[config.mk]
export PLATFORM = sky130hd
export DESIGN_NAME = fis_rx_split
export DESIGN_NICKNAME = d
export VERILOG_FILES = /design/src/rtl/fis_rx_split.sv
export SDC_FILE = /design/constraint.sdc
export NUM_CORES = 1
export LEC_CHECK = 0
export ABC_AREA = 1
export BUFFER_PORTS_ARGS = -buffer_cell sky130_fd_sc_hd__buf_2
export CORE_MARGIN = 1
export CORE_UTILIZATION = 30
export CTS_BUF_LIST = sky130_fd_sc_hd__clkbuf_8
export DETAILED_ROUTE_END_ITERATION = 12
export PLACE_DENSITY = 0.55
export SKIP_CTS_REPAIR_TIMING = 1
export SLEW_MARGIN = 20
export SYNTH_ARGS = -nofsm -noshare
export SYNTH_HDL_FRONTEND = slang
export SYNTH_SLANG_ARGS = --single-unit
export TNS_END_PERCENT = 10
[constraint.sdc]
create_clock -name clk -period 4.2 [get_ports clk]
set_input_delay 0.84 -clock clk [delete_from_list [all_inputs] [get_ports clk]]
set_output_delay 0.84 -clock clk [all_outputs]
set_load 0.05 [all_outputs]
[src/rtl/fis_rx_split.sv]
module fis_rx_split #(
  parameter int DW = 32,
  parameter int CW = 16,
  parameter int IW = 7,
  parameter int MARGIN_LOG2 = 3,
  parameter logic [7:0] DATA_CODE = 8'h46
) (
  input  logic          clk,
  input  logic          rst_n,
  input  logic          mode_read,
  input  logic          mode_ident,
  input  logic [DW-1:0] rx_data,
  input  logic          rx_sof_n,
  input  logic          rx_eof_n,
  input  logic          rx_vld_n,
  output logic          rx_rdy_n,
  output logic          rx_dsc_n,
  input  logic [CW-1:0] fifo_cnt,
  output logic          fifo_we,
  output logic [DW-1:0] fifo_wd,
  output logic          id_we,
  output logic [IW-1:0] id_idx,
  output logic [DW-1:0] id_wd,
  output logic          ctl_vld,
  output logic          ctl_first,
  output logic          ctl_last,
  output logic [DW-1:0] ctl_data,
  output logic          hdr_err
);
  typedef enum logic [1:0] {K_IDLE, K_RD, K_ID, K_CTL} kind_t;

  kind_t         kind_q, kind_new;
  logic [IW-1:0] idx_q;

  wire near_full = &fifo_cnt[CW-1:MARGIN_LOG2];
  assign rx_rdy_n = mode_read & near_full;
  assign rx_dsc_n = 1'b1;

  wire take   = !rx_vld_n && !rx_rdy_n;
  wire first  = take && !rx_sof_n;
  wire last   = !rx_eof_n;
  wire is_dat = rx_data[7:0] == DATA_CODE;
  wire hdr_ok = rx_data[DW-1:8] == '0;

  always_comb begin
    if (!is_dat)         kind_new = K_CTL;
    else if (!hdr_ok)    kind_new = K_IDLE;
    else if (mode_ident) kind_new = K_ID;
    else if (mode_read)  kind_new = K_RD;
    else                 kind_new = K_IDLE;
  end

  always_ff @(posedge clk) begin
    if (!rst_n) begin
      kind_q    <= K_IDLE;
      idx_q     <= '0;
      fifo_we   <= 1'b0;
      fifo_wd   <= '0;
      id_we     <= 1'b0;
      id_idx    <= '0;
      id_wd     <= '0;
      ctl_vld   <= 1'b0;
      ctl_first <= 1'b0;
      ctl_last  <= 1'b0;
      ctl_data  <= '0;
      hdr_err   <= 1'b0;
    end else begin
      fifo_we <= 1'b0;
      id_we   <= 1'b0;
      ctl_vld <= 1'b0;
      hdr_err <= first && is_dat && (kind_new == K_IDLE);
      if (first) begin
        kind_q <= last ? K_IDLE : kind_new;
        idx_q  <= '0;
        if (kind_new == K_CTL) begin
          ctl_vld   <= 1'b1;
          ctl_first <= 1'b1;
          ctl_last  <= last;
          ctl_data  <= rx_data;
        end
      end else if (take) begin
        case (kind_q)
          K_RD: begin
            fifo_we <= 1'b1;
            fifo_wd <= rx_data;
          end
          K_ID: begin
            id_we  <= 1'b1;
            id_idx <= idx_q;
            id_wd  <= rx_data;
            idx_q  <= idx_q + 1'b1;
          end
          K_CTL: begin
            ctl_vld   <= 1'b1;
            ctl_first <= 1'b0;
            ctl_last  <= last;
            ctl_data  <= rx_data;
          end
          default: ;
        endcase
        if (last) kind_q <= K_IDLE;
      end
    end
  end
endmodule

* Yosys cells after proc, flatten, opt, wreduce, memory -nomap -nowiden
Cells that the tools add are included.
Word-level totals: output and inout bits 111, input port bits 55, register bits 118
Cells by class: bitwise gates (word level) 4, reductions and logical operators 20, eq/ne operators 7, multiplexer cells 26, $add $sub $neg 1
Operators with widths (number):
- 32-bit 2-to-1 mux | 4
- 24-bit logical NOT | 1
- 1-bit 2-to-1 mux | 15
- 2-bit 2-to-1 mux | 7
- 13-bit AND reduction | 1
- 3-bit AND reduction | 3
- 8-bit by 7-bit == test with 1-bit output, second input constant | 1
- 7-bit by 1-bit adder with 7-bit output, second input constant | 1
- 2-bit == test, second input constant | 3
- 1-bit logical AND | 4
- 1-bit logical NOT | 4
- 2-bit AND reduction | 2
- 2-bit nonzero test | 2
- 1-bit inverter | 3
- 3-bit OR reduction | 1
- 2-bit by 1-bit == test with 1-bit output, second input constant | 1
- 2-bit logical NOT | 1
- 2-bit by 1-bit != test with 1-bit output, second input constant | 1
- 2-bit != test, second input constant | 1
- 2-bit OR reduction | 1
- 1-bit bitwise AND | 1

* Longest topological paths before layout
Gate-level depths: netlist of the first run.
word-level depth 7, mapped depth 13, gate-level depth less buffers 11

* Worst setup path before layout of the first run
OpenSTA, ideal clock, no wires.
path kind input-to-output, start point input port fifo_cnt[3], end point output port rx_rdy_n, buffers on the path 0, arrival 1501 ps, setup slack 1859 ps, stages 6, path through nand2_1 -> inv_2 -> nand2_2 -> nor2_4 -> nand2_4 -> inv_1
On the way: word-level cells in the longest chain between the ends 2
Ends and longest elaborated chain:
- start, declared | RTL line 18 | input logic [CW-1:0] fifo_cnt,
- 13-bit AND reduction | RTL line 35 | wire near_full = &fifo_cnt[CW-1:MARGIN_LOG2];
- 1-bit bitwise AND | RTL line 36 | assign rx_rdy_n = mode_read & near_full;
- end, declared | RTL line 16 | output logic rx_rdy_n,
No other way between the ends.

* Worst setup path in the final report of the first run
start point input port mode_read, end point output port rx_rdy_n
On the way: word-level cells in the longest chain between the ends 1
Ends and longest elaborated chain:
- start, declared | RTL line 10 | input logic mode_read,
- 1-bit bitwise AND | RTL line 36
No other way between the ends.

==> results.json, run 1 <==
{
  "status": "complete, no violations",
  "fmax_mhz": 405,
  "cp-start-kind": "input port",
  "cts-root-buf": "clkbuf_8",
  "fin_crit_ns": 2.47,
  "chipWidth_um": 132,
  "vias_per_cell": 4.31,
  "arrival_ns": 1.63,
  "final_cell_area_sq_um": 6360,
  "start_util": 0.307,
  "max_stage_delay_ns": 0.25,
  "area_delta_synth_final_pct": 25.4,
  "drive_above_1_share": 0.252,
  "core_sq_um": 16500,
  "io_buffer_count": 161,
  "worst_hold_path.num_cells": 2,
  "synth_edf_count": 0,
  "r2r_end": "fifo_wd[23]$_SDFFE_PN0P_",
  "cts_sinks": 118,
  "hold_violations": 0,
  "ys.flop_type": "dfxtp_1",
  "nNetsFinal": 931,
  "yosysTopAreaCell": "dfxtp_1",
  "drtIter0Drc": 230,
  "cp_cell_sequence": "buf_2 -> nand2_1 -> inv_1 -> nand2_2 -> nor2_4 -> nand2_4 -> inv_1 -> buf_2",
  "synthTopCellsByArea": "dfxtp_1, nor2_1, nand2_1",
  "powerDensity_nw_per_um2": 403,
  "clk_latency_ns": 0.43,
  "wl_per_cell_um": 12.6,
  "hold_path.class": "flip-flop to flip-flop",
  "syn_nets": 787,
  "postSynthAreaPerCell_sq_um": 6.94,
  "grt_pass1_vias": 4341,
  "netlist_instances": 731,
  "crit_type": "input port to output pin",
  "setup_viol": 0,
  "cts_max_level": 4,
  "cp_num_buf_inv": 4,
  "antenna_found_initial": 0,
  "synth_cell_types": 29,
  "ys_seq_area_frac": 0.466,
  "irDropWorstVdd_mv": 0.262,
  "dpl.hpwl_mm": 9.18,
  "cp_slowest_cell": "buf_2",
  "overflow": 0,
  "synth_top_family_by_area": "simple AND/OR/NAND/NOR gates",
  "syn_area_sq_um": 5070,
  "yosys.area.top_type_share": 0.466,
  "critPathLaunch": "mode_read",
  "synth_mux_area_frac": 0,
  "antenna_cells": 0,
  "ys_top_cells_by_count": "nor2_1, nand2_1, dfxtp_1, inv_1, nand3_1",
  "rsz0062_at_grt": "false",
  "cts_buffers": 17,
  "min_from": "ctl_first$_SDFFE_PN0P_",
  "dieArea_sq_um": 17400,
  "tightest_slew_ns": 0.855,
  "vias": 4772,
  "r2r_setup_slack_ns": 2.30,
  "grt_pass1_wl_mm": 22.8,
  "drv_cap": 0,
  "post-route-drc-count": 0,
  "fp-row-count": 47,
  "slew_headroom": 0.429,
  "utilization": 0.385,
  "synthArstFlopShare": 0,
  "cts_buffer_depth": 2,
  "dr.pass1.iters": 6,
  "worstHoldEndpoint": "ctl_first$_SDFFE_PN0P_",
  "ys_warn_count": 0,
  "setup_tns_ns": 0,
  "grt_usage": 0.167,
  "r2r_start": "kind_q[0]$_SDFFE_PN0P_",
  "yosysMostFrequentCell": "nor2_1",
  "cts_tree": "done",
  "place_area_sq_um": 5960,
  "die_h_um": 132,
  "slew_viol_final": 0,
  "synth_seq_cells": 118,
  "cp_max_fo": 6,
  "synth-xor-area-share": 0.00863,
  "reg2regPathDepth": 7,
  "clk_pin_slew_ns": 0.07,
  "grt_max_degree": 69,
  "crit_path_end_kind": "output pin",
  "critical_path_required_ns": 3.36,
  "pin_count": 166,
  "critical_path.top_delay_family": "buffers and inverters",
  "place_congestion": 0.748,
  "finalCritPeriodShare": 0.588,
  "power_leakage_nw": 3.46,
  "synth_compound_area_frac": 0.0819,
  "synth_fa_ha_area_frac": 0.00247,
  "finClkSkew_ns": 0.00750,
  "routed_wl_mm": 14.0,
  "ant_nets": 0,
  "synthSimpleGateAreaFrac": 0.322
}
-- flip-flops by register name (all words and copies together), names as in the netlist --
signal	count
ctl_data	32
ctl_first	1
ctl_last	1
ctl_vld	1
fifo_wd	32
fifo_we	1
hdr_err	1
id_idx	7
id_wd	32
id_we	1
idx_q	7
kind_q	2
-- worst min-delay path: stages, from the launching register on --
cell     delay, ns
dfxtp_1       0.31
nand2_1       0.06
a21oi_1       0.05
-- metal layers --
layer  GRT usage  vias to the layer above  part of all wire
li1            -                     2522                 -
met1       0.224                     2093              0.48
met2       0.256                      142              0.43
met3      0.0438                       15             0.066
met4      0.0594                        0             0.015
met5           0                        -                 0
-- cell usage in the layout, fill, tap and decap left out, types with 4 or more instances in the layout --
cell type,n
nor2_1,187
buf_2,160
nand2_1,130
dfxtp_1,118
inv_1,84
nand3_1,51
a21oi_1,44
o21ai_0,39
clkbuf_8,20
nor2_2,10
buf_4,7
clkinvlp_4,5
inv_2,4
clkinv_2,4
-- cells by family (layout without fill, tap and decap cells) --
family                   after synthesis  in the layout
AO/OA/AOI/OAI                         83             83
flip-flops                           118            118
AND/OR/NAND/NOR                      391            391
other                                  1              1
XOR/XNOR                               5              5
buffers and inverters                132            289
adder cells (fa/ha/maj)                1              1
-- per-stage QoR --
stage	cells	power (mW)	worst slack, ns	hold slack (ns)
after global routing	1108	2.69	1.61	0.518
final	1108	2.56	1.73	0.461
after detailed placement	1076	1.53	1.36	0.447
after CTS	1108	2.60	1.72	0.465
after floorplan	731	1.43	1.86	0.471
after global placement	1076	1.53	1.34	0.451
-- power by group --
group          leakage (nW)  total [mW]  internal, mW  switching, mW
registers             0.959        1.17          1.15         0.0168
clock network         0.193        1.06         0.571          0.487
logic                  2.31       0.333        0.0823          0.251
total                  3.46        2.56          1.81          0.754
-- cell type report --
cell class | instances | area [sq um]
inverter | 90 | 340
clock inverter | 12 | 126
fill | 1779 | 10200
sequential | 118 | 2360
clock buffer | 20 | 275
multi-input combinational | 481 | 2130
tap | 220 | 275
timing repair buffer | 167 | 853
-- worst max path at each step --
stage	slack, ns	cells past startpoint	to
after floorplan	1.86	6	rx_rdy_n
after global placement	1.34	13	fifo_wd[27]$_SDFFE_PN0P_
after detailed placement	1.36	13	fifo_wd[23]$_SDFFE_PN0P_
after CTS	1.72	8	rx_rdy_n
after global routing	1.61	13	fifo_wd[23]$_SDFFE_PN0P_
final	1.73	8	rx_rdy_n
No activity file was read; power rests on OpenSTA's default activity.
==> run 2: changes to the inputs <==
==> constraint.sdc (replaced) <==
create_clock -name clk -period 2.3 [get_ports clk]
set_input_delay 0.46 -clock clk [delete_from_list [all_inputs] [get_ports clk]]
set_output_delay 0.46 -clock clk [all_outputs]
set_load 0.05 [all_outputs]
==> results.json, run 2 (synthesis gave the netlist of run 1 again) <==
{
  "vias_per_cell": 4.32,
  "reg2regPathDepth": 8,
  "place_congestion": 0.756,
  "area_delta_synth_final_pct": 28.6,
  "dr.pass1.iters": 4,
  "final_cell_area_sq_um": 6520,
  "grt_pass1_vias": 4386,
  "drive_above_1_share": 0.256,
  "place_ws_ns": 0.416,
  "status": "complete, no violations",
  "worst_hold_path.num_cells": 3,
  "grt_usage": 0.167,
  "cts-root-buf": "clkbuf_8",
  "fin_ws_ns": 0.590,
  "antenna_cells": 0,
  "rsz0062_at_grt": "false",
  "chipWidth_um": 132,
  "power_leakage_nw": 3.55,
  "setup_tns_ns": 0,
  "finalCritPeriodShare": 0.744,
  "cp-start-kind": "input port",
  "fp-row-count": 47,
  "most-common-layout-cells": "nor2_1, buf_2, nand2_1",
  "hold_violations": 0,
  "start_util": 0.307,
  "fin_crit_ns": 1.71,
  "drv_cap": 0,
  "io_buffer_count": 161,
  "hold_path.class": "input port to flip-flop",
  "antenna_found_initial": 0,
  "place_area_sq_um": 6070,
  "clk_latency_ns": 0.44,
  "dieArea_sq_um": 17400,
  "grt_pass1_wl_mm": 23.0,
  "dpl.hpwl_mm": 9.51,
  "arrival_ns": 1.25,
  "clk_pin_slew_ns": 0.07,
  "crit_path_end_kind": "output pin",
  "setup_viol": 0,
  "utilization": 0.395,
  "finClkSkew_ns": 0.0116,
  "drtIter0Drc": 227,
  "post-route-drc-count": 0,
  "placedCellCount": 1082,
  "fin_cells": 1114,
  "cts_buffers": 17,
  "cp_slowest_cell": "buf_2",
  "cts_sinks": 118,
  "slew_viol_final": 0,
  "nNetsFinal": 937,
  "ant_nets": 0,
  "overflow": 0,
  "cts_tree": "done",
  "cp_cell_sequence": "buf_2 -> nand2_1 -> inv_1 -> nand2_2 -> nor2_4 -> nand2_4 -> inv_1 -> buf_2",
  "wl_per_cell_um": 12.5,
  "core_sq_um": 16500,
  "routed_wl_mm": 14.0,
  "powerDensity_nw_per_um2": 758,
  "critical_path_required_ns": 1.84,
  "cp_max_fo": 6,
  "cts_max_level": 4,
  "fmax_mhz": 585,
  "irDropWorstVdd_mv": 0.369,
  "max_stage_delay_ns": 0.25,
  "die_h_um": 132,
  "cts_buffer_depth": 2,
  "seq_area_sq_um": 2360,
  "fill_cells": 1783,
  "grt_max_degree": 69,
  "reg.largest.list": "ctl_data (32), fifo_wd (32), id_wd (32)",
  "pin_count": 166,
  "vias": 4818,
  "crit_type": "input port to output pin",
  "multi_input_area_sq_um": 2130,
  "final_common_cell": "nor2_1"
}
-- run 2: area by class of cell --
type	instances	share of cell area
Clock inverter	14	0.0318
Multi-Input combinational cell	481	0.326
Inverter	90	0.0522
Clock buffer	18	0.0380
Sequential cell	118	0.362
Tap cell	220	0.0422
Timing Repair Buffer	173	0.147
-- run 2: routing by layer --
| metal | global-route usage | part of all wire |
|---|---|---|
| met5 | 0 | 0 |
| met4 | 0.0523 | 0.0077 |
| met3 | 0.0557 | 0.069 |
| met2 | 0.261 | 0.44 |
| met1 | 0.218 | 0.48 |
-- run 2: final timing paths --
check | from | endpoint | slack (ns)
min reg2reg | ctl_first$_SDFFE_PN0P_ | ctl_first$_SDFFE_PN0P_ | 0.46
max | mode_read | rx_rdy_n | 0.59
min | rx_data[19] | ctl_data[19]$_SDFFE_PN0P_ | 0.30
max reg2reg | kind_q[1]$_SDFFE_PN0P_ | id_idx[5]$_SDFFE_PN0P_ | 0.69
-- run 2: through the flow --
stage               total power [mW]  hold WS [ns]
finish                          4.94         0.304
global route                    5.17         0.283
CTS                             5.03         0.265
detailed placement              2.81         0.454
global placement                2.81         0.450
floorplan                       2.61         0.471
-- run 2: critical path: cells and delay by family --
| family | cells | cell delay (ns) |
|---|---|---|
| buffers and inverters | 4 | 0.47 |
| AND/OR/NAND/NOR | 4 | 0.32 |
-- run 2: report_power, final --
part           switching (mW)  total [mW]  internal, mW
clock network           0.874        2.18          1.31
logic                   0.460       0.619         0.160
registers              0.0313        2.14          2.11
total                    1.36        4.94          3.58
==> run 3: changes to the inputs <==
--- a/config.mk
+++ b/config.mk
@@ -11,7 +11,7 @@
 export CORE_UTILIZATION = 30
 export CTS_BUF_LIST = sky130_fd_sc_hd__clkbuf_8
 export DETAILED_ROUTE_END_ITERATION = 12
-export PLACE_DENSITY = 0.55
+export PLACE_DENSITY = 0.57
 export SKIP_CTS_REPAIR_TIMING = 1
 export SLEW_MARGIN = 20
 export SYNTH_ARGS = -nofsm -noshare
==> constraint.sdc (replaced) <==
create_clock -name clk -period 1.48 [get_ports clk]
set_input_delay 0.296 -clock clk [delete_from_list [all_inputs] [get_ports clk]]
set_output_delay 0.296 -clock clk [all_outputs]
set_load 0.05 [all_outputs]
==> results.json, run 3 (synthesis gave the netlist of run 1 again) <==
{
  "cts-root-buf": "clkbuf_8",
  "cp_cell_sequence": "buf_2 -> nand2_1 -> inv_1 -> nand2_2 -> nor2_4 -> nand2_4 -> inv_1 -> buf_2",
  "irDropWorstVdd_mv": 0.487,
  "cp_num_buf_inv": 4,
  "min_from": "rx_data[21]",
  "seq_area_sq_um": 2360,
  "drtIter0Drc": 167,
  "cts_buffers": 17,
  "r2r_end": "id_idx[1]$_SDFFE_PN0P_",
  "rsz0062_at_grt": "false",
  "dpl.hpwl_mm": 10.1,
  "fin_cells": 1141,
  "grt_pass1_wl_mm": 23.0,
  "grt_max_degree": 38,
  "fp-row-count": 47,
  "crit_type": "input port to output pin",
  "slew_viol_final": 0,
  "holdWs_ns": 0.137,
  "pin_count": 166,
  "vias": 4893,
  "drv_cap": 0,
  "hold_path.class": "input port to flip-flop",
  "drive_above_1_share": 0.278,
  "routed_wl_mm": 14.3,
  "fmax_mhz": 723,
  "start_util": 0.307,
  "dr.pass1.iters": 4,
  "clk_latency_ns": 0.43,
  "clk_pin_slew_ns": 0.07,
  "most-common-layout-cells": "nor2_1, buf_2, nand2_1",
  "hold_violations": 0,
  "die_h_um": 132,
  "grt_usage": 0.168,
  "chipWidth_um": 132,
  "reg2regPathDepth": 7,
  "cp_slowest_cell": "buf_2",
  "vias_per_cell": 4.29,
  "place_ws_ns": -0.0445,
  "finalCritPeriodShare": 0.934,
  "r2r_setup_slack_ns": 0.15,
  "core_sq_um": 16500,
  "antenna_found_initial": 0,
  "wl_per_cell_um": 12.5,
  "io_buffer_count": 161,
  "worstHoldEndpoint": "fifo_wd[21]$_SDFFE_PN0P_",
  "overflow": 0,
  "max_stage_delay_ns": 0.25,
  "cts_buffer_depth": 2,
  "r2r_start": "kind_q[1]$_SDFFE_PN0P_",
  "placedCellCount": 1109,
  "nNetsFinal": 964,
  "ant_nets": 0,
  "cp-start-kind": "input port",
  "place_congestion": 0.778,
  "worst_hold_path.num_cells": 3,
  "fill_cells": 1791,
  "cts_max_level": 4,
  "cts_sinks": 118,
  "dieArea_sq_um": 17400,
  "status": "complete, no violations",
  "power_leakage_nw": 3.68,
  "multi_input_area_sq_um": 2130,
  "fin_crit_ns": 1.38,
  "powerDensity_nw_per_um2": 1100,
  "reg.largest.list": "ctl_data (32), fifo_wd (32), id_wd (32)",
  "post-route-drc-count": 0,
  "area_delta_synth_final_pct": 32.6,
  "fin_ws_ns": 0.0970,
  "grt_pass1_vias": 4379,
  "cp_max_fo": 6,
  "cts_tree": "done",
  "arrival_ns": 1.09,
  "setup_viol": 0,
  "critical_path.top_delay_family": "buffers and inverters",
  "final_common_cell": "nor2_1",
  "antenna_cells": 0,
  "crit_path_end_kind": "output pin",
  "finClkSkew_ns": 0.00722,
  "critical_path_required_ns": 1.18
}
## run 3: metal layers
layer	track usage	share of wire
met1	0.222	0.48
met2	0.254	0.43
met3	0.0569	0.070
met4	0.0633	0.015
met5	0	0
## run 3: final cells by class
type	instances	area share
repair buffers	200	0.180
multi-input cells	481	0.316
flip-flops and latches	118	0.351
well taps	220	0.0409
clock buffers	18	0.0368
inverters	90	0.0506
clock inverters	14	0.0238
## run 3: power by group
| group | leakage (nW) | switching, mW | internal (mW) |
|---|---|---|---|
| combinational | 2.52 | 0.726 | 0.289 |
| sequential | 0.959 | 0.0496 | 3.28 |
| clock | 0.198 | 1.36 | 1.69 |
| total | 3.68 | 2.14 | 5.26 |
## run 3: how the worst max path moves through the flow
stage	start	endpoint	slack, ns	cells past startpoint
6_report	mode_read	rx_rdy_n	0.1	8
5_1_grt	mode_read	rx_rdy_n	0.02	8
4_1_cts	id_wd[31]$_SDFFE_PN0P_	id_wd[31]	0.07	1
3_5_place_dp	mode_read	fifo_wd[22]$_SDFFE_PN0P_	-0.04	13
3_3_place_gp	mode_read	fifo_wd[21]$_SDFFE_PN0P_	-0.03	13
2_1_floorplan	kind_q[1]$_SDFFE_PN0P_	id_wd[10]$_SDFFE_PN0P_	0.11	9
## run 3: stage by stage
stage               cell area, sq um  power (mW)  utilization  setup TNS, ns
finish                          6730        7.39        0.407              0
detailed placement              6320        4.42        0.382          -1.41
CTS                             6730        7.52        0.407              0
global placement                6320        4.41        0.382          -1.05
floorplan                       5070        4.06            -              0
global route                    6730        7.76        0.407              0
## run 3: tightest hold or removal path, delay by kind of cell
family / cells / cell delay (ns)
buf+inv: 1 / 0.11
simple gates: 2 / 0.13
